`config.mk`:
```
export PLATFORM = sky130hd
export DESIGN_NAME = rx_desc_ring
export DESIGN_NICKNAME = d
export VERILOG_FILES = /design/src/rtl/rx_ring_pkg.sv /design/src/rtl/rx_ring_ctrl.sv /design/src/rtl/rx_ring_dpath.sv /design/src/rtl/rx_ring_regs.sv /design/src/rtl/rx_desc_ring.sv
export SDC_FILE = /design/constraint.sdc
export NUM_CORES = 1
export LEC_CHECK = 0
export ABC_AREA = 1
export CAP_MARGIN = 10
export CELL_PAD_IN_SITES_DETAIL_PLACEMENT = 2
export CELL_PAD_IN_SITES_GLOBAL_PLACEMENT = 2
export CORE_ASPECT_RATIO = 1.5
export CORE_MARGIN = 5
export CORE_UTILIZATION = 19
export CTS_BUF_LIST = sky130_fd_sc_hd__clkbuf_4
export DETAILED_ROUTE_END_ITERATION = 8
export MAX_ROUTING_LAYER = met4
export PLACE_DENSITY = 0.91
export SLEW_MARGIN = 20
export SYNTH_ARGS = -nofsm -noshare
export SYNTH_HDL_FRONTEND = slang
export SYNTH_SLANG_ARGS = --single-unit
```
`constraint.sdc`:
```
create_clock -name clk -period 1.7 [get_ports clk]
set_clock_uncertainty 0.2 [all_clocks]
set_input_delay 0.255 -clock clk [delete_from_list [all_inputs] [get_ports clk]]
set_output_delay 0.255 -clock clk [all_outputs]
set_load 0.05 [all_outputs]
```
`src/rtl/rx_ring_pkg.sv`:
```
package rx_ring_pkg;

  localparam int SRC_W     = 7;
  localparam int SRC_TXF   = 0;
  localparam int SRC_TXE   = 1;
  localparam int SRC_RXF   = 2;
  localparam int SRC_RXE   = 3;
  localparam int SRC_BUSY  = 4;
  localparam int SRC_TXC   = 5;
  localparam int SRC_RXC   = 6;

  localparam int FLAG_W    = 9;
  localparam int FLAG_CTL  = 8;
  localparam int LEN_W     = 16;

  localparam int BIT_EMPTY = 15;
  localparam int BIT_IRQ   = 14;
  localparam int BIT_WRAP  = 13;
  localparam int KEEP_LO   = 9;

  localparam logic [1:0] SEL_SRC  = 2'd0;
  localparam logic [1:0] SEL_MASK = 2'd1;
  localparam logic [1:0] SEL_TXN  = 2'd2;

  typedef enum logic [1:0] {
    ST_IDLE  = 2'd0,
    ST_READ  = 2'd1,
    ST_CHECK = 2'd2
  } ringState_t;

  typedef struct packed {
    logic capture;
    logic readDesc;
    logic writeDesc;
    logic advance;
    logic rewind;
    logic setRxFrame;
    logic setRxErr;
    logic setRxCtl;
    logic setBusy;
  } ringStrobes_t;

endpackage

```
`src/rtl/rx_ring_ctrl.sv`:
```
module rx_ring_ctrl
  import rx_ring_pkg::*;
(
  input  logic         clk,
  input  logic         rstN,
  input  logic         rxEnable,
  input  logic         frameDone,
  input  logic         descEmpty,
  input  logic         descIrq,
  input  logic         capHasErr,
  input  logic         capIsCtl,
  output ringStrobes_t str
);

  ringState_t state, stateNext;

  always_comb begin
    str       = '0;
    stateNext = state;
    if (!rxEnable) begin
      str.rewind = 1'b1;
      stateNext  = ST_IDLE;
    end else begin
      case (state)
        ST_IDLE: begin
          if (frameDone) begin
            str.capture = 1'b1;
            stateNext   = ST_READ;
          end
        end
        ST_READ: begin
          str.readDesc = 1'b1;
          str.setBusy  = frameDone;
          stateNext    = ST_CHECK;
        end
        ST_CHECK: begin
          if (descEmpty) begin
            str.writeDesc = 1'b1;
            str.advance   = 1'b1;
            if (descIrq) begin
              if (capHasErr)     str.setRxErr   = 1'b1;
              else if (capIsCtl) str.setRxCtl   = 1'b1;
              else               str.setRxFrame = 1'b1;
            end
            str.setBusy = frameDone;
          end else begin
            str.setBusy = 1'b1;
          end
          stateNext = ST_IDLE;
        end
        default: stateNext = ST_IDLE;
      endcase
    end
  end

  always_ff @(posedge clk) begin
    if (!rstN) state <= ST_IDLE;
    else       state <= stateNext;
  end

  // a status write is always preceded by the status read of the same frame
  assert_write_follows_read_R2: assert property (@(posedge clk) disable iff (!rstN)
    str.writeDesc |-> $past(str.readDesc));

  // with receive disabled, the RAM stays untouched in the following cycle
  assert_quiet_when_off_R7: assert property (@(posedge clk) disable iff (!rstN)
    !rxEnable |=> !(str.readDesc || str.writeDesc));

endmodule

```
`src/rtl/rx_ring_dpath.sv`:
```
module rx_ring_dpath
  import rx_ring_pkg::*;
#(
  parameter int DESC_BASE = 'h400,
  parameter int IDX_W     = 8,
  parameter int ADDR_W    = 12
) (
  input  logic               clk,
  input  logic               rstN,
  input  ringStrobes_t       str,
  input  logic [IDX_W-1:0]   ringBase,
  input  logic [LEN_W-1:0]   frameLen,
  input  logic [FLAG_W-1:0]  frameErr,
  input  logic [31:0]        memRdata,
  output logic               descEmpty,
  output logic               descIrq,
  output logic               capHasErr,
  output logic               capIsCtl,
  output logic               memReq,
  output logic               memWe,
  output logic [ADDR_W-1:0]  memAddr,
  output logic [31:0]        memWdata
);

  localparam int OFS_W = IDX_W + 3;

  logic [IDX_W-1:0]  ringPtr;
  logic [LEN_W-1:0]  capLen;
  logic [FLAG_W-1:0] capErr;
  logic              descWrap;
  logic              unusedRdBits;

  always_ff @(posedge clk) begin
    if (!rstN) begin
      capLen <= '0;
      capErr <= '0;
    end else if (str.capture) begin
      capLen <= frameLen;
      capErr <= frameErr;
    end
  end

  always_ff @(posedge clk) begin
    if (!rstN)            ringPtr <= '0;
    else if (str.rewind)  ringPtr <= ringBase;
    else if (str.advance) ringPtr <= descWrap ? ringBase : ringPtr + 1'b1;
  end

  assign descEmpty    = memRdata[BIT_EMPTY];
  assign descIrq      = memRdata[BIT_IRQ];
  assign descWrap     = memRdata[BIT_WRAP];
  assign capHasErr    = |capErr[FLAG_CTL-1:0];
  assign capIsCtl     = capErr[FLAG_CTL];
  assign unusedRdBits = ^{memRdata[31:16], memRdata[KEEP_LO-1:0]};

  assign memReq   = str.readDesc | str.writeDesc;
  assign memWe    = str.writeDesc;
  assign memAddr  = ADDR_W'(DESC_BASE) + ADDR_W'({ringPtr, 3'b000});
  assign memWdata = {capLen, 1'b0, memRdata[BIT_IRQ:KEEP_LO], capErr};

  // without a completed write or a rewind the ring index holds still
  assert_ptr_hold_R4: assert property (@(posedge clk) disable iff (!rstN)
    (!str.writeDesc && !str.rewind) |=> $stable(ringPtr));

  // leaving a wrap descriptor lands on the first receive descriptor
  assert_wrap_return_R3: assert property (@(posedge clk) disable iff (!rstN)
    (str.advance && descWrap) |=> (ringPtr == $past(ringBase)));

  // descriptor addresses stay inside the table and word aligned
  assert_addr_aligned_R1: assert property (@(posedge clk) disable iff (!rstN)
    memReq |-> (memAddr[2:0] == 3'b000 && memAddr >= ADDR_W'(DESC_BASE)));

endmodule

```
`src/rtl/rx_ring_regs.sv`:
```
module rx_ring_regs
  import rx_ring_pkg::*;
#(
  parameter int IDX_W  = 8,
  parameter int TX_CAP = 128
) (
  input  logic              clk,
  input  logic              rstN,
  input  ringStrobes_t      str,
  input  logic [2:0]        txEvt,
  input  logic              cfgWrEn,
  input  logic [1:0]        cfgSel,
  input  logic [31:0]       cfgWrData,
  output logic [31:0]       cfgRdData,
  output logic [IDX_W-1:0]  ringBase,
  output logic              irq
);

  logic [SRC_W-1:0] srcReg, maskReg, setVec, clrVec;

  always_comb begin
    setVec            = '0;
    setVec[SRC_TXF]   = txEvt[0];
    setVec[SRC_TXE]   = txEvt[1];
    setVec[SRC_TXC]   = txEvt[2];
    setVec[SRC_RXF]   = str.setRxFrame;
    setVec[SRC_RXE]   = str.setRxErr;
    setVec[SRC_RXC]   = str.setRxCtl;
    setVec[SRC_BUSY]  = str.setBusy;
    clrVec = (cfgWrEn && cfgSel == SEL_SRC) ? cfgWrData[SRC_W-1:0] : '0;
  end

  always_ff @(posedge clk) begin
    if (!rstN) begin
      srcReg   <= '0;
      maskReg  <= '0;
      ringBase <= '0;
    end else begin
      srcReg <= (srcReg & ~clrVec) | setVec;
      if (cfgWrEn && cfgSel == SEL_MASK) maskReg <= cfgWrData[SRC_W-1:0];
      if (cfgWrEn && cfgSel == SEL_TXN)
        ringBase <= (cfgWrData > 32'(TX_CAP)) ? IDX_W'(TX_CAP) : cfgWrData[IDX_W-1:0];
    end
  end

  assign irq = |(srcReg & maskReg);

  always_comb begin
    case (cfgSel)
      SEL_SRC:  cfgRdData = 32'(srcReg);
      SEL_MASK: cfgRdData = 32'(maskReg);
      SEL_TXN:  cfgRdData = 32'(ringBase);
      default:  cfgRdData = '0;
    endcase
  end

  // a pure clear leaves none of the written bits set
  assert_w1c_clears_R8: assert property (@(posedge clk) disable iff (!rstN)
    (cfgWrEn && cfgSel == SEL_SRC && setVec == '0) |=> ((srcReg & $past(cfgWrData[SRC_W-1:0])) == '0));

  // a dropped frame is visible in the source register next cycle
  assert_busy_latched_R6: assert property (@(posedge clk) disable iff (!rstN)
    str.setBusy |=> srcReg[SRC_BUSY]);

  // the transmit count never exceeds its cap
  assert_txcount_cap_R1: assert property (@(posedge clk) disable iff (!rstN)
    ringBase <= IDX_W'(TX_CAP));

endmodule

```
`src/rtl/rx_desc_ring.sv`:
```
module rx_desc_ring
  import rx_ring_pkg::*;
#(
  parameter int DESC_BASE = 'h400,
  parameter int TX_CAP    = 128,
  localparam int IDX_W    = $clog2(TX_CAP) + 1,
  localparam int ADDR_W   = $clog2(DESC_BASE + 8 * (2 ** IDX_W))
) (
  input  logic              clk,
  input  logic              rstN,
  input  logic              rxEnable,
  input  logic [2:0]        txEvt,
  input  logic              frameDone,
  input  logic [15:0]       frameLen,
  input  logic [8:0]        frameErr,
  input  logic              cfgWrEn,
  input  logic [1:0]        cfgSel,
  input  logic [31:0]       cfgWrData,
  output logic [31:0]       cfgRdData,
  output logic              memReq,
  output logic              memWe,
  output logic [ADDR_W-1:0] memAddr,
  output logic [31:0]       memWdata,
  input  logic [31:0]       memRdata,
  output logic              irq
);

  ringStrobes_t     str;
  logic             descEmpty, descIrq, capHasErr, capIsCtl;
  logic [IDX_W-1:0] ringBase;

  rx_ring_ctrl i_ctrl (
    .clk(clk), .rstN(rstN), .rxEnable(rxEnable), .frameDone(frameDone),
    .descEmpty(descEmpty), .descIrq(descIrq), .capHasErr(capHasErr),
    .capIsCtl(capIsCtl), .str(str)
  );

  rx_ring_dpath #(.DESC_BASE(DESC_BASE), .IDX_W(IDX_W), .ADDR_W(ADDR_W)) i_dpath (
    .clk(clk), .rstN(rstN), .str(str), .ringBase(ringBase),
    .frameLen(frameLen), .frameErr(frameErr), .memRdata(memRdata),
    .descEmpty(descEmpty), .descIrq(descIrq), .capHasErr(capHasErr),
    .capIsCtl(capIsCtl), .memReq(memReq), .memWe(memWe),
    .memAddr(memAddr), .memWdata(memWdata)
  );

  rx_ring_regs #(.IDX_W(IDX_W), .TX_CAP(TX_CAP)) i_regs (
    .clk(clk), .rstN(rstN), .str(str), .txEvt(txEvt), .cfgWrEn(cfgWrEn),
    .cfgSel(cfgSel), .cfgWrData(cfgWrData), .cfgRdData(cfgRdData),
    .ringBase(ringBase), .irq(irq)
  );

endmodule

```
# [Word level (Yosys, flattened, before mapping)]
# Cells that the tools add are included.
[totals] input_bits=99 elab_cells=54 regBits=57 output_inout_bits=79
[op_classes] order_cmp=1 n_reduce_logical=8 eq_ne=6 n_addsub=2 muxes=25 bitwise_logic=5
[ops] cell="> comparator 32 x 8 -> 1 bit (second input constant)" count=1
[ops] cell="two-way mux 8 bit" count=4
[ops] cell="case mux 8 bit (3 select lines)" count=1
[ops] cell="bitwise AND 7 bit" count=2
[ops] cell="adder 11 x 11 -> 12 bit (first input constant)" count=1
[ops] cell="two-way mux 1 bit" count=9
[ops] cell="two-way mux 3 bit" count=3
[ops] cell="adder 8 x 1 -> 8 bit (second input constant)" count=1
[ops] cell="two-way mux 4 bit" count=2
[ops] cell="OR reduction 8 bit" count=1
[ops] cell="two-way mux 7 bit" count=1
[ops] cell="NOT 7 bit" count=1
[ops] cell="OR 7 bit" count=1
[ops] cell="OR reduction 7 bit" count=1
[ops] cell="two-way mux 2 bit" count=3
[ops] cell="equality test 2 x 1 -> 1 bit (second input constant)" count=2
[ops] cell="equality test 2 bit (second input constant)" count=2
[ops] cell="logical NOT 2 bit" count=2
[ops] cell="case mux 2 bit (2 select lines)" count=1
[ops] cell="logical AND 1 bit" count=3
[ops] cell="inequality test 2 x 1 -> 1 bit (second input constant)" count=1
[ops] cell="inequality test 2 bit (second input constant)" count=1
[ops] cell="case mux 1 bit (2 select lines)" count=1
[ops] cell="AND reduction 2 bit" count=1
[ops] cell="OR 1 bit" count=1

# [Depth between registers and ports, before layout]
# Gate-level depths: netlist of the first run.
[logic_depth] depth_word=7 ltp_mapped=9 ltp_nobuf=8

# [By module]
# A second synthesis of the first run with hierarchy kept.
[unflattened] cells_unflattened=440 hier_area_um2=3114.2
[modules_own_cells] module="rx_ring_dpath" cells_per_inst=207 area_per_inst_um2=1503.9 seq_area_each_um2=660.6 instances=1
[modules_own_cells] module="rx_ring_regs" cells_per_inst=189 area_per_inst_um2=1350.0 seq_area_each_um2=440.4 instances=1
[modules_own_cells] module="rx_ring_ctrl" cells_per_inst=44 area_per_inst_um2=260.2 seq_area_each_um2=40.0 instances=1

# [Least setup slack after synthesis of the first run]
# Ideal clock, no wire load.
[synth_path] kind="reg2out" startpoint="register i_ctrl.state[0]" endpoint="output memReq" arrival_ps=1778 stages_incl_launch_ff=5 setup_slack_ps=-533 required_time_ps=1245 cell_sequence="dfxtp_1 -> inv_1 -> ha_1 -> nand2_1 -> o21ai_0"
[synth_via] elab_chain_len=4
[synth_lines] element="from (decl)" line_no="rx_ring_ctrl.sv:15" rtl="ringState_t state, stateNext;"
[synth_lines] element="from (signal assigned)" line_no="rx_ring_ctrl.sv:58" rtl="else state <= stateNext;"
[synth_lines] element="equality test 2 x 1 -> 1 bit or equality test 2 bit (tied branches)" line_no="rx_ring_ctrl.sv:24" rtl="case (state)"
[synth_lines] element="two-way mux 1 bit or two-way mux 2 bit (tied branches)" line_no="rx_ring_ctrl.sv:24"
[synth_lines] element="two-way mux 4 bit (*)" line_no="rx_ring_ctrl.sv:20" rtl="if (!rxEnable) begin"
[synth_lines] element="OR 1 bit (*)" line_no="rx_ring_dpath.sv:56" rtl="assign memReq = str.readDesc | str.writeDesc;"
[synth_lines] element="to (decl)" line_no="rx_desc_ring.sv:20" rtl="output logic memReq,"
# Every way passes the cells marked *; elsewhere a longest branch is shown, timed or not.

# [Worst setup path after layout of the first run]
[layout_path] startpoint="input rxEnable" endpoint="output memReq"
[layout_via] elab_chain_len=2
[layout_lines] element="from (decl)" line_no="rx_desc_ring.sv:11" rtl="input logic rxEnable,"
[layout_lines] element="two-way mux 4 bit" line_no="rx_ring_ctrl.sv:20"
[layout_lines] element="OR 1 bit" line_no="rx_ring_dpath.sv:56"
# No other way between the ends.

==> results of run 1 <==
-- registers in the layout (all words and copies together), names as in the netlist --
register / flops
i_ctrl.state: 2
i_regs.srcReg: 7
i_dpath.capLen: 16
i_regs.maskReg: 7
i_regs.ringBase: 8
i_dpath.ringPtr: 8
i_dpath.capErr: 9
-- cell usage in the layout, fill, tap and decap left out, types with 3 or more instances in the layout --
cell / n
inv_4: 6
a21oi_1: 57
dfxtp_1: 37
nand2_2: 5
clkinvlp_4: 3
o21ai_0: 54
nor2_4: 5
clkbuf_4: 9
nand2_4: 3
ha_4: 3
o21ai_1: 5
nor2_1: 18
buf_12: 30
conb_1: 28
inv_2: 5
nand2_1: 47
nand4_1: 6
buf_4: 50
buf_6: 4
nand3_1: 18
dfxtp_2: 19
clkdlybuf4s50_1: 67
o211ai_1: 5
clkbuf_16: 3
inv_1: 51
ha_1: 3
-- cells by family (layout without fill, tap and decap cells) --
logic type                 Yosys count  after routing
and+or+nand+nor                    109            109
other                                1             29
adders and majority gates            6              6
buffers and inverters              113            237
AOI/OAI and AO/OA                  130            130
DFF                                 57             57
-- through the flow --
step	util	instances	setup TNS (ns)	hold slack, ns
after floorplan	-	443	-0.321	0.189
after global placement	0.309	741	-8.50	0.232
after detailed placement	0.309	741	-10.89	0.243
after CTS	0.335	761	-0.913	0.151
after global routing	0.339	767	-1.24	0.179
final	0.339	767	-0.804	0.172
-- critical path, stage by stage --
cell	delay [ns]
clkdlybuf4s50_1	0.64
inv_2	0.16
o21ai_4	0.20
buf_12	0.15
-- Yosys cell counts --
library cell,count
a21oi_1,58
a221oi_1,1
buf_1,1
buf_2,2
buf_4,36
buf_6,1
clkbuf_1,9
conb_1,1
dfxtp_1,57
ha_1,6
inv_1,63
inv_2,1
nand2_1,55
nand3_1,20
nand4_1,6
nor2_1,22
nor2_2,2
nor2_4,1
nor3_1,2
nor3b_1,1
o2111ai_1,1
o211ai_1,5
o21ai_0,58
o21ai_1,2
o21ai_2,1
o21bai_1,2
o221ai_1,2
-- worst max path at each step --
stage	start	end	slack, ns
after floorplan	i_ctrl.state[0]	memReq	-0.15
after global placement	cfgSel[0]	cfgRdData[6]	-0.32
after detailed placement	cfgSel[0]	cfgRdData[3]	-0.36
after CTS	i_regs.srcReg[6]	irq	-0.19
after global routing	i_regs.srcReg[6]	irq	-0.24
final	rxEnable	memReq	-0.16
-- timing repair --
item | CTS | global route
gates cloned | 1 | 0
setup endpoints to repair | 18 | 12
setup buffers | 5 | 5
resized for setup | 66 | 23
pin swaps | 10 | 5
-- final cells by class --
| cell class | instances | area, um2 |
|---|---|---|
| Antenna cell | 1 | 2.50 |
| Clock buffer | 9 | 67.6 |
| Clock inverter | 7 | 46.3 |
| Fill cell | 1747 | 10000 |
| Inverter | 64 | 272 |
| Multi-Input combinational cell | 273 | 1520 |
| Sequential cell | 57 | 1170 |
| Tap cell | 199 | 249 |
| Timing Repair Buffer | 157 | 1810 |
-- power by group through the flow --
| stage | Sequential, mW | Clock (mW) | Combinational (mW) |
|---|---|---|---|
| floorplan | 1.67 | 0 | 0.490 |
| global placement | 1.51 | 0 | 1.08 |
| detailed placement | 1.52 | 0 | 1.12 |
| CTS | 1.50 | 0.936 | 1.18 |
| global route | 1.51 | 0.996 | 1.25 |
| finish | 1.50 | 0.890 | 1.18 |
-- layer usage --
| layer | part of all wire | vias to the layer above |
|---|---|---|
| met3 | 0.041 | 19 |
| met2 | 0.58 | 115 |
| met5 | 0 | - |
| li1 | - | 1590 |
| met1 | 0.36 | 1608 |
| met4 | 0.018 | 0 |
==> metrics.cfg, run 1 <==
[power]
p_int_mw = 2.20
total_power_mw = 3.57
power.density_nw_per_um2 = 695
pwr-share-comb = 0.331
power.leakage_nw = 2.08
p_switching_mw = 1.37
p_clk_frac = 0.250
p_sw_frac = 0.383
seqPwrFrac = 0.420
ir_drop_mv = 0.300

[run_status]
violations = negative setup slack
status = finished with violations

[global_route]
grt.overflow.total = 0
track_usage = 0.141
use_met3 = 0.0275
grt_max_degree = 25
grt_antenna_before_repair = 1
grt_use_met2 = 0.270
grt_pass1_wl_um = 20000
met1_usage = 0.139
grt_pass1_vias = 3785
top_usage_layer = met2

[logic_synthesis]
yosys-top-cells-area = dfxtp_1, a21oi_1, o21ai_0
synth_top_area_cell = dfxtp_1
ys_warn_count = 0
yosysSeqAreaShare = 0.388
yosysTopAreaCellShare = 0.388
synth_compound_area_frac = 0.233
synth_top_family_by_area = compound AO/OA/AOI/OAI gates
ys_seq_elements = 57
synthXorXnorAreaFrac = 0
postSynthCellCount = 416
syn-cell-area_um2 = 2940
postSynthAreaPerCell_um2 = 7.08
synth_mux_area_frac = 0
yosys.area_share.simple = 0.159
ys_types = 27
yosys.area_share.adder = 0.0255

[sta]
fin_crit_sh = 1.10
finalSetupViolCount = 7
max_slew.worst_pin.slew_ns = 0.500
fin_ws_ns = -0.164
final-hold-violation-count = 0
rsz0062_at_grt = yes
slew_violations = 0
clock.fmax_ghz = 0.537
worst_slew_margin_rel = 0.666
min_period_ns = 1.86

[min_path]
worst_hold_startpoint = txEvt[2]
hp-class = in2reg
whs_path_depth = 3
hold_end = i_regs.srcReg[5]

[routing]
firstDrtPassIters = 4
drtIter0Drc = 70
ant_nets = 0
drc = 0
avgViaCountPerCell = 4.34
wl_um = 12600
wl_per_cell_um = 16.4
vias = 3332

[clock_network]
cts_root_buf = clkbuf_4
cts_tree = done
clk_latency_ns = 0.42
postCtsHoldBufs = 0
path_clk_slew_ns = 0.12
htreeDepth = 3
cts_buffer_depth = 2
cts_sinks = 57
cts_buffers = 9

[die]
fp-row-count = 55
start_util = 0.194
die_area_um2 = 18100
core_um2 = 15100
die_h_um = 162
die_w_um = 112
num_io_pins = 178

[place]
placed_area_um2 = 4680
dp_hpwl_um = 10100
io_buffers = 116
gp_congestion = 0.876
dpl_worst_slack_ns = -0.355

[setup_path]
reg2reg_to = i_dpath.ringPtr[4]
endpoint_kind = output port
rr_startpoint = i_ctrl.state[1]
crit_arrival_ns = 1.41
rr_worst_depth = 8
crit_type = in2out
cp.required_ns = 1.24
worstPathMaxFanout = 4
start_kind = primary input
r2r_setup_slack_ns = 0.07

[final_layout]
syn_to_final_growth_pct = 74.2
postLayoutCellArea_um2 = 5130
nets = 667
drive_above_1_share = 0.289

[run]
cap_violations = 0

(Power assumes the default switching activity.)
==> run 2: changes to the inputs <==
Settings changed: GPL_ROUTABILITY_DRIVEN set to 0.
==> results of run 2 <==
The final DEF is identical to that of run 1; final timing and power are the same.
==> run 3: changes to the inputs <==
Settings changed: CAP_MARGIN 10 to unset.
==> results of run 3 <==
The final DEF is identical to that of run 1; final timing and power are the same.
